## src/rtl/mpu_pkg.sv

```systemverilog
package mpu_pkg;

  typedef enum logic [1:0] {
    MD_SHIFT  = 2'b00,
    MD_UART8  = 2'b01,
    MD_UART9F = 2'b10,
    MD_UART9V = 2'b11
  } mpu_mode_e;

  typedef enum logic [2:0] {
    SER_IDLE,
    SER_START,
    SER_DATA,
    SER_NINTH,
    SER_STOP
  } ser_state_e;

endpackage

```

## src/rtl/mpu_tick_gen.sv

```systemverilog
module mpu_tick_gen #(
  parameter int FIX_DIV = 64,
  parameter int OVS     = 16
) (
  input  logic clk,
  input  logic rst_n,
  input  logic fixed_sel_i,
  input  logic dbl_i,
  input  logic ext_tick_i,
  output logic tick_o
);

  localparam int SLOW = FIX_DIV / OVS;
  localparam int FAST = SLOW / 2;
  localparam int DW   = (SLOW > 1) ? $clog2(SLOW) : 1;

  logic [DW-1:0] div_q, div_d;
  logic [DW-1:0] lim;
  logic          wrap;

  always_comb begin
    lim   = dbl_i ? DW'(FAST - 1) : DW'(SLOW - 1);
    wrap  = (div_q >= lim);
    div_d = (!fixed_sel_i || wrap) ? '0 : div_q + 1'b1;
    tick_o = fixed_sel_i ? wrap : ext_tick_i;
  end

  always_ff @(posedge clk or negedge rst_n) begin
    if (!rst_n) div_q <= '0;
    else        div_q <= div_d;
  end

  AST_FIX_GAP: assert property (@(posedge clk) disable iff (!rst_n)
    (fixed_sel_i && tick_o) |=> !(fixed_sel_i && tick_o));

endmodule

```

## src/rtl/mpu_tx.sv

```systemverilog
module mpu_tx
  import mpu_pkg::*;
#(
  parameter int DATA_W = 8,
  parameter int OVS    = 16
) (
  input  logic              clk,
  input  logic              rst_n,
  input  logic              en_i,
  input  logic              nine_i,
  input  logic              tick_i,
  input  logic              load_i,
  input  logic [DATA_W-1:0] data_i,
  input  logic              bit9_i,
  output logic              txd_o,
  output logic              busy_o,
  output logic              stop_begin_o
);

  localparam int CNT_W = $clog2(OVS);
  localparam int IDX_W = $clog2(DATA_W);

  ser_state_e        st_q, st_d;
  logic [DATA_W-1:0] sh_q, sh_d;
  logic              b9_q, b9_d;
  logic [CNT_W-1:0]  tcnt_q, tcnt_d;
  logic [IDX_W-1:0]  bidx_q, bidx_d;

  always_comb begin
    st_d = st_q; sh_d = sh_q; b9_d = b9_q; tcnt_d = tcnt_q; bidx_d = bidx_q;
    stop_begin_o = 1'b0;
    if (!en_i) begin
      st_d = SER_IDLE;
    end else if (st_q == SER_IDLE) begin
      if (load_i) begin
        st_d   = SER_START;
        sh_d   = data_i;
        b9_d   = bit9_i;
        tcnt_d = '0;
      end
    end else if (tick_i) begin
      if (tcnt_q != CNT_W'(OVS - 1)) begin
        tcnt_d = tcnt_q + 1'b1;
      end else begin
        tcnt_d = '0;
        case (st_q)
          SER_START: begin
            st_d   = SER_DATA;
            bidx_d = '0;
          end
          SER_DATA: begin
            sh_d = sh_q >> 1;
            if (bidx_q == IDX_W'(DATA_W - 1)) begin
              if (nine_i) begin
                st_d = SER_NINTH;
              end else begin
                st_d = SER_STOP;
                stop_begin_o = 1'b1;
              end
            end else begin
              bidx_d = bidx_q + 1'b1;
            end
          end
          SER_NINTH: begin
            st_d = SER_STOP;
            stop_begin_o = 1'b1;
          end
          default: st_d = SER_IDLE;
        endcase
      end
    end
  end

  always_ff @(posedge clk or negedge rst_n) begin
    if (!rst_n) begin
      st_q   <= SER_IDLE;
      sh_q   <= '0;
      b9_q   <= 1'b0;
      tcnt_q <= '0;
      bidx_q <= '0;
    end else begin
      st_q   <= st_d;
      sh_q   <= sh_d;
      b9_q   <= b9_d;
      tcnt_q <= tcnt_d;
      bidx_q <= bidx_d;
    end
  end

  always_comb begin
    case (st_q)
      SER_START: txd_o = 1'b0;
      SER_DATA:  txd_o = sh_q[0];
      SER_NINTH: txd_o = b9_q;
      default:   txd_o = 1'b1;
    endcase
    busy_o = (st_q != SER_IDLE);
  end

  AST_TX_TICK_ONLY: assert property (@(posedge clk) disable iff (!rst_n)
    (st_q != SER_IDLE && en_i && !tick_i) |=> $stable(tcnt_q));

endmodule

```

## src/rtl/mpu_rx.sv

```systemverilog
module mpu_rx
  import mpu_pkg::*;
#(
  parameter int DATA_W = 8,
  parameter int OVS    = 16
) (
  input  logic              clk,
  input  logic              rst_n,
  input  logic              en_i,
  input  logic              nine_i,
  input  logic              tick_i,
  input  logic              rxd_i,
  output logic              done_o,
  output logic [DATA_W-1:0] data_o,
  output logic              bit9_o,
  output logic              stop_o
);

  localparam int CNT_W = $clog2(OVS);
  localparam int IDX_W = $clog2(DATA_W);
  localparam logic [CNT_W-1:0] MID_A = CNT_W'(OVS / 2 - 1);
  localparam logic [CNT_W-1:0] MID_B = CNT_W'(OVS / 2);
  localparam logic [CNT_W-1:0] MID_C = CNT_W'(OVS / 2 + 1);
  localparam logic [CNT_W-1:0] LAST  = CNT_W'(OVS - 1);

  ser_state_e        st_q, st_d;
  logic [DATA_W-1:0] sh_q, sh_d;
  logic              b9_q, b9_d;
  logic              prev_q, prev_d;
  logic [1:0]        vote_q, vote_d;
  logic [CNT_W-1:0]  tcnt_q, tcnt_d;
  logic [IDX_W-1:0]  bidx_q, bidx_d;
  logic              bit_v;

  always_comb begin
    st_d = st_q; sh_d = sh_q; b9_d = b9_q; prev_d = prev_q;
    vote_d = vote_q; tcnt_d = tcnt_q; bidx_d = bidx_q;
    done_o = 1'b0;
    bit_v  = (vote_q[0] & vote_q[1]) | (vote_q[0] & rxd_i) | (vote_q[1] & rxd_i);
    if (tick_i) prev_d = rxd_i;
    if (!en_i) begin
      st_d = SER_IDLE;
    end else if (tick_i) begin
      if (st_q == SER_IDLE) begin
        if (prev_q && !rxd_i) begin
          st_d   = SER_START;
          tcnt_d = '0;
        end
      end else begin
        tcnt_d = (tcnt_q == LAST) ? '0 : tcnt_q + 1'b1;
        if (tcnt_q == MID_A) vote_d[0] = rxd_i;
        if (tcnt_q == MID_B) vote_d[1] = rxd_i;
        if (tcnt_q == MID_C) begin
          case (st_q)
            SER_START: if (bit_v) st_d = SER_IDLE;
            SER_DATA:  sh_d = {bit_v, sh_q[DATA_W-1:1]};
            SER_NINTH: b9_d = bit_v;
            SER_STOP: begin
              done_o = 1'b1;
              st_d   = SER_IDLE;
            end
            default: st_d = SER_IDLE;
          endcase
        end
        if (tcnt_q == LAST) begin
          case (st_q)
            SER_START: begin
              st_d   = SER_DATA;
              bidx_d = '0;
            end
            SER_DATA: begin
              if (bidx_q == IDX_W'(DATA_W - 1)) st_d = nine_i ? SER_NINTH : SER_STOP;
              else                               bidx_d = bidx_q + 1'b1;
            end
            SER_NINTH: st_d = SER_STOP;
            default:   st_d = st_q;
          endcase
        end
      end
    end
  end

  always_ff @(posedge clk or negedge rst_n) begin
    if (!rst_n) begin
      st_q   <= SER_IDLE;
      sh_q   <= '0;
      b9_q   <= 1'b0;
      prev_q <= 1'b1;
      vote_q <= 2'b11;
      tcnt_q <= '0;
      bidx_q <= '0;
    end else begin
      st_q   <= st_d;
      sh_q   <= sh_d;
      b9_q   <= b9_d;
      prev_q <= prev_d;
      vote_q <= vote_d;
      tcnt_q <= tcnt_d;
      bidx_q <= bidx_d;
    end
  end

  assign data_o = sh_q;
  assign bit9_o = b9_q;
  assign stop_o = bit_v;

  AST_RX_OFF_IDLE: assert property (@(posedge clk) disable iff (!rst_n)
    !en_i |=> (st_q == SER_IDLE && !done_o));

endmodule

```

## src/rtl/mpuart_core.sv

```systemverilog
module mpuart_core
  import mpu_pkg::*;
#(
  parameter int DATA_W  = 8,
  parameter int OVS     = 16,
  parameter int FIX_DIV = 64
) (
  input  logic              clk,
  input  logic              rst_n,
  input  logic [1:0]        mode_i,
  input  logic              addr_filt_i,
  input  logic              rx_en_i,
  input  logic              tx_bit9_i,
  input  logic              rate_dbl_i,
  input  logic              ext_tick_i,
  input  logic              wr_i,
  input  logic [DATA_W-1:0] wr_data_i,
  input  logic              clr_tx_flag_i,
  input  logic              clr_rx_flag_i,
  input  logic              rxd_i,
  output logic              txd_o,
  output logic              tx_flag_o,
  output logic              rx_flag_o,
  output logic [DATA_W-1:0] rx_data_o,
  output logic              rx_bit9_o
);

  mpu_mode_e         mode_e;
  logic              active, nine, tick;
  logic              rxd_m_q, rxd_s_q;
  logic              tx_busy, tx_stop_begin;
  logic              rx_done, rx_b9, rx_stop, accept;
  logic [DATA_W-1:0] rx_dout;

  logic              txf_q, txf_d, rxf_q, rxf_d, rb9_q, rb9_d;
  logic [DATA_W-1:0] rbyte_q, rbyte_d;

  assign mode_e = mpu_mode_e'(mode_i);
  assign active = (mode_e != MD_SHIFT);
  assign nine   = mode_i[1];

  mpu_tick_gen #(.FIX_DIV(FIX_DIV), .OVS(OVS)) i_tick (
    .clk(clk), .rst_n(rst_n),
    .fixed_sel_i(mode_e == MD_UART9F), .dbl_i(rate_dbl_i),
    .ext_tick_i(ext_tick_i), .tick_o(tick)
  );

  mpu_tx #(.DATA_W(DATA_W), .OVS(OVS)) i_tx (
    .clk(clk), .rst_n(rst_n), .en_i(active), .nine_i(nine), .tick_i(tick),
    .load_i(wr_i), .data_i(wr_data_i), .bit9_i(tx_bit9_i),
    .txd_o(txd_o), .busy_o(tx_busy), .stop_begin_o(tx_stop_begin)
  );

  mpu_rx #(.DATA_W(DATA_W), .OVS(OVS)) i_rx (
    .clk(clk), .rst_n(rst_n), .en_i(active && rx_en_i), .nine_i(nine),
    .tick_i(tick), .rxd_i(rxd_s_q), .done_o(rx_done), .data_o(rx_dout),
    .bit9_o(rx_b9), .stop_o(rx_stop)
  );

  always_comb begin
    if (nine) accept = rx_done && !(addr_filt_i && !rx_b9);
    else      accept = rx_done && !(addr_filt_i && !rx_stop);
    txf_d   = tx_stop_begin ? 1'b1 : (clr_tx_flag_i ? 1'b0 : txf_q);
    rxf_d   = accept        ? 1'b1 : (clr_rx_flag_i ? 1'b0 : rxf_q);
    rbyte_d = accept ? rx_dout : rbyte_q;
    rb9_d   = accept ? (nine ? rx_b9 : rx_stop) : rb9_q;
  end

  always_ff @(posedge clk or negedge rst_n) begin
    if (!rst_n) begin
      rxd_m_q <= 1'b1;
      rxd_s_q <= 1'b1;
      txf_q   <= 1'b0;
      rxf_q   <= 1'b0;
      rbyte_q <= '0;
      rb9_q   <= 1'b0;
    end else begin
      rxd_m_q <= rxd_i;
      rxd_s_q <= rxd_m_q;
      txf_q   <= txf_d;
      rxf_q   <= rxf_d;
      rbyte_q <= rbyte_d;
      rb9_q   <= rb9_d;
    end
  end

  assign tx_flag_o = txf_q;
  assign rx_flag_o = rxf_q;
  assign rx_data_o = rbyte_q;
  assign rx_bit9_o = rb9_q;

  AST_MODE0_TX_IDLE: assert property (@(posedge clk) disable iff (!rst_n)
    (mode_e == MD_SHIFT) |=> !tx_busy);
  AST_TXF_STICKY: assert property (@(posedge clk) disable iff (!rst_n)
    (tx_flag_o && !clr_tx_flag_i) |=> tx_flag_o);
  AST_RXF_STICKY: assert property (@(posedge clk) disable iff (!rst_n)
    (rx_flag_o && !clr_rx_flag_i) |=> rx_flag_o);
  AST_FILT_NINTH: assert property (@(posedge clk) disable iff (!rst_n)
    (rx_done && nine && addr_filt_i && !rx_b9 && !rx_flag_o) |=> !rx_flag_o);
  AST_FILT_STOP: assert property (@(posedge clk) disable iff (!rst_n)
    (rx_done && !nine && addr_filt_i && !rx_stop && !rx_flag_o) |=> !rx_flag_o);
  AST_RXDATA_ON_FLAG: assert property (@(posedge clk) disable iff (!rst_n)
    !$stable(rx_data_o) |-> rx_flag_o);

endmodule

```

## config.mk

```make
export PLATFORM = sky130hd
export DESIGN_NAME = mpuart_core
export DESIGN_NICKNAME = d
export VERILOG_FILES = /design/src/rtl/mpu_pkg.sv /design/src/rtl/mpu_tick_gen.sv /design/src/rtl/mpu_tx.sv /design/src/rtl/mpu_rx.sv /design/src/rtl/mpuart_core.sv
export SDC_FILE = /design/constraint.sdc
export NUM_CORES = 1
export LEC_CHECK = 0
export ABC_AREA = 1
export BUFFER_PORTS_ARGS = -buffer_cell sky130_fd_sc_hd__buf_2
export CAP_MARGIN = 20
export CORE_UTILIZATION = 40
export CTS_CLUSTER_SIZE = 10
export DETAILED_ROUTE_END_ITERATION = 10
export GPL_ROUTABILITY_DRIVEN = 0
export MAX_ROUTING_LAYER = met4
export SLEW_MARGIN = 20
export SYNTH_ARGS = -nofsm -noshare
export SYNTH_HDL_FRONTEND = slang
export SYNTH_SLANG_ARGS = --single-unit
export TNS_END_PERCENT = 10
```

## constraint.sdc

```tcl
create_clock -name clk -period 1.6 [get_ports clk]
set_input_delay 0.32 -clock clk [delete_from_list [all_inputs] [get_ports clk]]
set_output_delay 0.32 -clock clk [all_outputs]
set_load 0.03 [all_outputs]
```

==> flow_metrics.tcl, run 1 <==
set metrics [dict create \
    die_h_um 89.9 \
    cp-start-kind "flop" \
    crit_arrival_ns 1.30 \
    ys_types 32 \
    crit_start "i_tx.st_q[2]" \
    netlist_top_cells_count "162 x nand2_1, 51 x dfrtp_1, 36 x nand3_1, 29 x inv_1, 21 x nor2_1" \
    slowest_stage "dfrtp_1" \
    rr_endpoint "rx_data_o[7]" \
    rsz0062_at_grt "true" \
    fillers 749 \
    power.density_nw_per_um2 1190 \
    synth_edf_count 0 \
    fin_crit_sh 1.02 \
    synth-xor-area-share 0.0113 \
    clockBufferDepth 2 \
    p_leak_nw 2.04 \
    clk_pin_slew_ns 0.11 \
    period_needed_ns 1.62 \
    required_ns 1.28 \
    relSlewSlack 0.753 \
    grt_max_degree 28 \
    io_buffers 32 \
    cts_buffers 5 \
    synthSimpleGateAreaFrac 0.398 \
    antenna_found_initial 0 \
    vias_per_cell 4.92 \
    synth_area_leaders "dfrtp_1 41%, nand2_1 20%, nand3_1 5.8%" \
    synth_top_area_frac 0.413 \
    die_area_um2 8070 \
    max_stage_delay_ns 0.46 \
    outcome "complete, but fails checks" \
    drc 0 \
    drt_pass1_iterations 4 \
    diodes 0 \
    pre_cts_slack_ns -0.0157 \
    crit_path_end_kind "primary output" \
    r2r_slack_ns 0.05 \
    r2r_start "i_tick.div_q[1]" \
    yosysWarnings 0 \
    synth_area_um2 3090 \
    synthesis.nets 427 \
    ys_seq_area_frac 0.456 \
    avgSynthCellArea_um2 7.78 \
    synth_top_family_by_area "simple AND/OR/NAND/NOR gates" \
    hold_path_class "primary input to flop" \
    postRouteAntennaNets 0 \
    num_vias 2748 \
    grt_pass1_vias 2727 \
    maxCapViolCount 0 \
    synthArstFlopShare 1.00 \
    yosysMostFrequentCell "nand2_1" \
    worst_slew_pin_slew_ns 0.370 \
    wl_per_cell_um 12.5 \
    drv_slew 0 \
    synth_area_leader_cell "dfrtp_1" \
    synthAdderAreaFrac 0.0365 \
    synthMuxAreaShare 0 \
    grt_use_total 0.187 \
    vdd_ir_drop_max_v 0.000380 \
    overflow 0 \
    final_hold_viol_count 0 \
    synth-compound-area-share 0.0442 \
    failed_checks "setup timing" \
    place_inst 540 \
    wirelength_um 6980 \
    die_x_um 89.9 \
    fin_worst_skew_ns 0.0159 \
    synth_flop_cell "dfrtp_1" \
    cp-endpoint "txd_o" \
    setup_violations 1 \
    ff2ff_path_depth 8 \
    setup_ws_ns -0.0242 \
    path_class "flop to primary output" \
    drive_above_1_share 0.259 \
    clk_latency_ns 0.33 \
    design_area_um2 3760 \
    tns_ns -0.0242 \
    ioPinCount 33 \
    crit_chain "inv_2 > nand2_4 > nor2_4 > nand2_2 > o2111ai_2 > buf_6" \
    netlist_instances 397 \
    nets 489 \
    grt_pass1_wl_um 12100 \
    core_region_area_um2 7370 \
    post_dp_cell_area_um2 3480 \
    hpwl_um 5130 \
    fmax_mhz 616 \
    row_count 31 \
    cts_tree "done" \
    crit_fanout 4 \
    initial_utilization 0.419 \
    ys_seq_elements 56 \
    p_total_mw 4.46 \
    initialDrtViolationCount 102 \
    hold_start "rxd_i" \
    cts.htree.levels 2 \
    cts.sinks 56 \
    cts-root-buf "clkbuf_8" \
    final_cells 559 \
    area_delta_synth_final_pct 21.8 \
]
report_power, final:
group | switching [mW] | internal (mW)
registers | 0.161 | 1.62
clock network | 0.517 | 0.323
logic | 1.13 | 0.703
layout by cell type (no fill, tap or decap), types with 6 or more instances in the layout:
cell	instances
buf_2	31
buf_4	24
dfrtp_1	50
ha_1	8
inv_1	28
inv_2	7
nand2_1	156
nand2_2	7
nand3_1	35
nand4_1	15
nor2_1	17
nor2_2	7
o21ai_0	7
o21ai_1	6
layout make-up:
class / instances / area [um^2] / share of cell area
inverter: 37 / 146 / 0.0389
sequential: 56 / 1410 / 0.375
clock buffer: 5 / 68.8 / 0.0183
clock inverter: 3 / 27.5 / 0.00732
tap: 99 / 124 / 0.0329
multi-input combinational: 301 / 1610 / 0.428
timing repair buffer: 58 / 377 / 0.100
worst max-delay path, delay by kind of cell, from the launching register on:
family	cells	cell delay, ns
and+or+nand+nor	3	0.20
DFF	1	0.46
AOI/OAI and AO/OA	1	0.06
buffers and inverters	2	0.27
state kept, by name, indices dropped and copies added (netlist names), 2 cells and up:
signal / cells
i_rx.tcnt_q: 4
i_rx.data_o: 8
i_tx.bidx_q: 3
i_rx.st_q: 3
i_tx.tcnt_q: 4
i_rx.vote_q: 2
i_tick.div_q: 2
i_tx.sh_q: 8
rx_data_o: 8
i_rx.bidx_q: 3
i_tx.st_q: 3
per-stage QoR:
stage                      util  hold slack, ns
after floorplan               -          0.0244
after global placement    0.472           0.253
after detailed placement  0.472           0.252
after CTS                 0.494          0.0954
after global routing      0.510          0.0923
final                     0.510           0.102
what timing repair did:
item	in CTS	in global routing
setup endpoints to repair	5	44
pin swaps	2	7
hold buffers	1	0
gates cloned	0	1
hold endpoints to repair	8	0
resized for setup	8	19
buffers inserted	4	5
per-layer routing:
| layer | vias to the layer above | global-route usage | wire, um |
|---|---|---|---|
| li1 | 1405 | - | - |
| met1 | 1297 | 0.232 | 3220 |
| met2 | 36 | 0.323 | 3500 |
| met3 | 10 | 0.0212 | 174 |
| met4 | 0 | 0.0524 | 89 |
| met5 | - | - | 0 |
kinds of logic after synthesis:
kind of cell | Yosys count
fa+ha+maj | 9
buf+inv | 41
compound gates | 22
simple gates | 265
xor+xnor | 4
flops | 56
how the worst min path moves through the flow:
| stage | end | cells after the start |
|---|---|---|
| after CTS | rxd_m_q | 1 |
| after global placement | i_tx.st_q[2] | 1 |
| after floorplan | i_rx.bidx_q[0] | 0 |
| after detailed placement | i_tx.st_q[2] | 1 |
| after global routing | rxd_m_q | 1 |
| final | rxd_m_q | 1 |
(Power assumes the default switching activity.)
==> run 2: changes to the inputs <==
--- a/config.mk
+++ b/config.mk
@@ -13,7 +13,7 @@
 export DETAILED_ROUTE_END_ITERATION = 10
 export GPL_ROUTABILITY_DRIVEN = 0
 export MAX_ROUTING_LAYER = met4
-export SLEW_MARGIN = 20
+export PLACE_DENSITY = 0.66
 export SYNTH_ARGS = -nofsm -noshare
 export SYNTH_HDL_FRONTEND = slang
 export SYNTH_SLANG_ARGS = --single-unit
==> constraint.sdc (replaced) <==
create_clock -name clk -period 1.3 [get_ports clk]
set_input_delay 0.26 -clock clk [delete_from_list [all_inputs] [get_ports clk]]
set_output_delay 0.26 -clock clk [all_outputs]
set_load 0.03 [all_outputs]
==> flow_metrics.tcl, run 2 (same netlist as run 1, synthesis figures left out) <==
set metrics [dict create \
    postRouteAntennaNets 0 \
    die_x_um 89.9 \
    met2_length_um 3480 \
    wl_met1_um 3200 \
    cp-endpoint "rx_data_o[2]" \
    drt_pass1_iterations 4 \
    initial_utilization 0.419 \
    cts-root-buf "clkbuf_8" \
    grt_pass1_vias 2794 \
    crit_path_end_kind "flop" \
    vias_per_cell 4.78 \
    diodes 0 \
    nets 529 \
    rsz0062_at_grt "true" \
    grt_pass1_wl_um 12100 \
    setup_ws_ns -0.251 \
    multiInputGateArea_um2 1630 \
    rr_endpoint "rx_data_o[2]" \
    cts.sinks 56 \
    power.density_nw_per_um2 1460 \
    hold_path_class "primary input to flop" \
    path_class "flop to flop" \
    fillers 682 \
    worst_slew_pin_slew_ns 0.304 \
    cts_tree "done" \
    die_area_um2 8070 \
    final_hold_viol_count 0 \
    grt_use_total 0.187 \
    ioPinCount 33 \
    route.met3.wl_um 202 \
    cts.htree.levels 2 \
    ff2ff_path_depth 8 \
    core_region_area_um2 7370 \
    wirelength_um 6950 \
    r2r_start "i_tick.div_q[1]" \
    grt_max_degree 57 \
    outcome "complete, but fails checks" \
    cts_buffers 5 \
    drive_above_1_share 0.312 \
    setup_violations 52 \
    num_vias 2866 \
    maxCapViolCount 0 \
    period_needed_ns 1.55 \
    vdd_ir_drop_max_v 0.000573 \
    drc 0 \
    area_delta_synth_final_pct 32.7 \
    clockBufferDepth 2 \
    cp-start-kind "flop" \
    place_inst 578 \
    row_count 31 \
    final_cells 599 \
    initialDrtViolationCount 91 \
    fmax_mhz 645 \
    final_cell_mix "157 x nand2_1, 58 x buf_4, 51 x dfrtp_1" \
    wl_per_cell_um 11.6 \
    die_h_um 89.9 \
    required_ns 1.51 \
    p_leak_nw 2.26 \
    r2r_slack_ns -0.25 \
    clk_pin_slew_ns 0.10 \
    hpwl_um 5140 \
    antenna_found_initial 0 \
    crit_fanout 5 \
    final_common_cell "nand2_1" \
    fin_worst_skew_ns 0.00548 \
    clk_latency_ns 0.31 \
    crit_arrival_ns 1.76 \
    drv_slew 0 \
    overflow 0 \
    fin_crit_sh 1.19 \
    io_buffers 32 \
    routed.top_layer "met4" \
    relSlewSlack 0.797 \
    final-seq-area_um2 1410 \
    failed_checks "setup timing" \
    p_total_mw 5.98 \
    crit_start "i_tick.div_q[1]" \
]
run 2: cell count changes in the layout (fill, tap and decap cells not counted), sizes merged:
| cell | before | now |
|---|---|---|
| bufinv | 0 | 1 |
| buf | 57 | 95 |
| nand2 | 168 | 170 |
| clkinvlp | 1 | 0 |
| clkbuf | 5 | 6 |
| clkinv | 1 | 0 |
run 2: worst max-delay path, stage by stage (launching register included):
cell and delay [ns]:
dfrtp_1 0.42, ha_4 0.28, nand2_4 0.05, nand3_4 0.12, nand3_4 0.16, nor2_8 0.19, nand2_2 0.11, nand2_1 0.07
nand2_1 0.05
run 2: per-stage QoR:
step	hold slack (ns)	area, um^2	setup slack [ns]	util	setup TNS (ns)
detailed placement	0.287	3780	-0.253	0.513	-9.63
global placement	0.284	3780	-0.204	0.513	-8.09
global route	0.0184	4100	-0.330	0.556	-13.17
floorplan	-0.0356	3090	-0.145	-	-4.63
CTS	0.0202	4010	-0.280	0.544	-9.32
finish	0.0353	4100	-0.251	0.556	-8.20
run 2: final cells by class:
class / count / area share
multi-input cells: 303 / 0.397
flip-flops and latches: 56 / 0.344
repair buffers: 96 / 0.167
inverters: 37 / 0.0351
well taps: 99 / 0.0302
clock buffers: 6 / 0.0177
clock inverters: 2 / 0.00947
run 2: routing by layer:
layer / GRT usage / vias to the layer above
met4: 0.0578 / 0
met1: 0.229 / 1342
met3: 0.0305 / 5
met2: 0.317 / 33
li1: - / 1486
met5: - / -
run 2: how the worst min path moves through the flow:
stage	from	end	cells past startpoint	slack (ns)
after global placement	rst_n	i_tx.bidx_q[0]	2	0.28
final	rxd_i	rxd_m_q	1	0.04
after CTS	rxd_i	rxd_m_q	1	0.02
after floorplan	rst_n	i_rx.bidx_q[0]	0	-0.04
after global routing	rxd_i	rxd_m_q	1	0.02
after detailed placement	rst_n	i_tx.b9_q	2	0.29
run 2: power by group:
part           internal (mW)  leakage (nW)  switching [mW]  total (mW)
Clock                  0.583        0.0558           0.588        1.17
Combinational           1.14          1.46            1.50        2.64
Sequential              2.00         0.745           0.165        2.17
run 2: repair_timing:
action | 4_1_cts | 5_1_grt
hold buffers | 1 | 0
pin swaps | 7 | 5
gates cloned | 1 | 2
resized for setup | 17 | 12
setup endpoints to repair | 52 | 55
buffers inserted | 6 | 3
endpoints found under the hold margin | 51 | 0
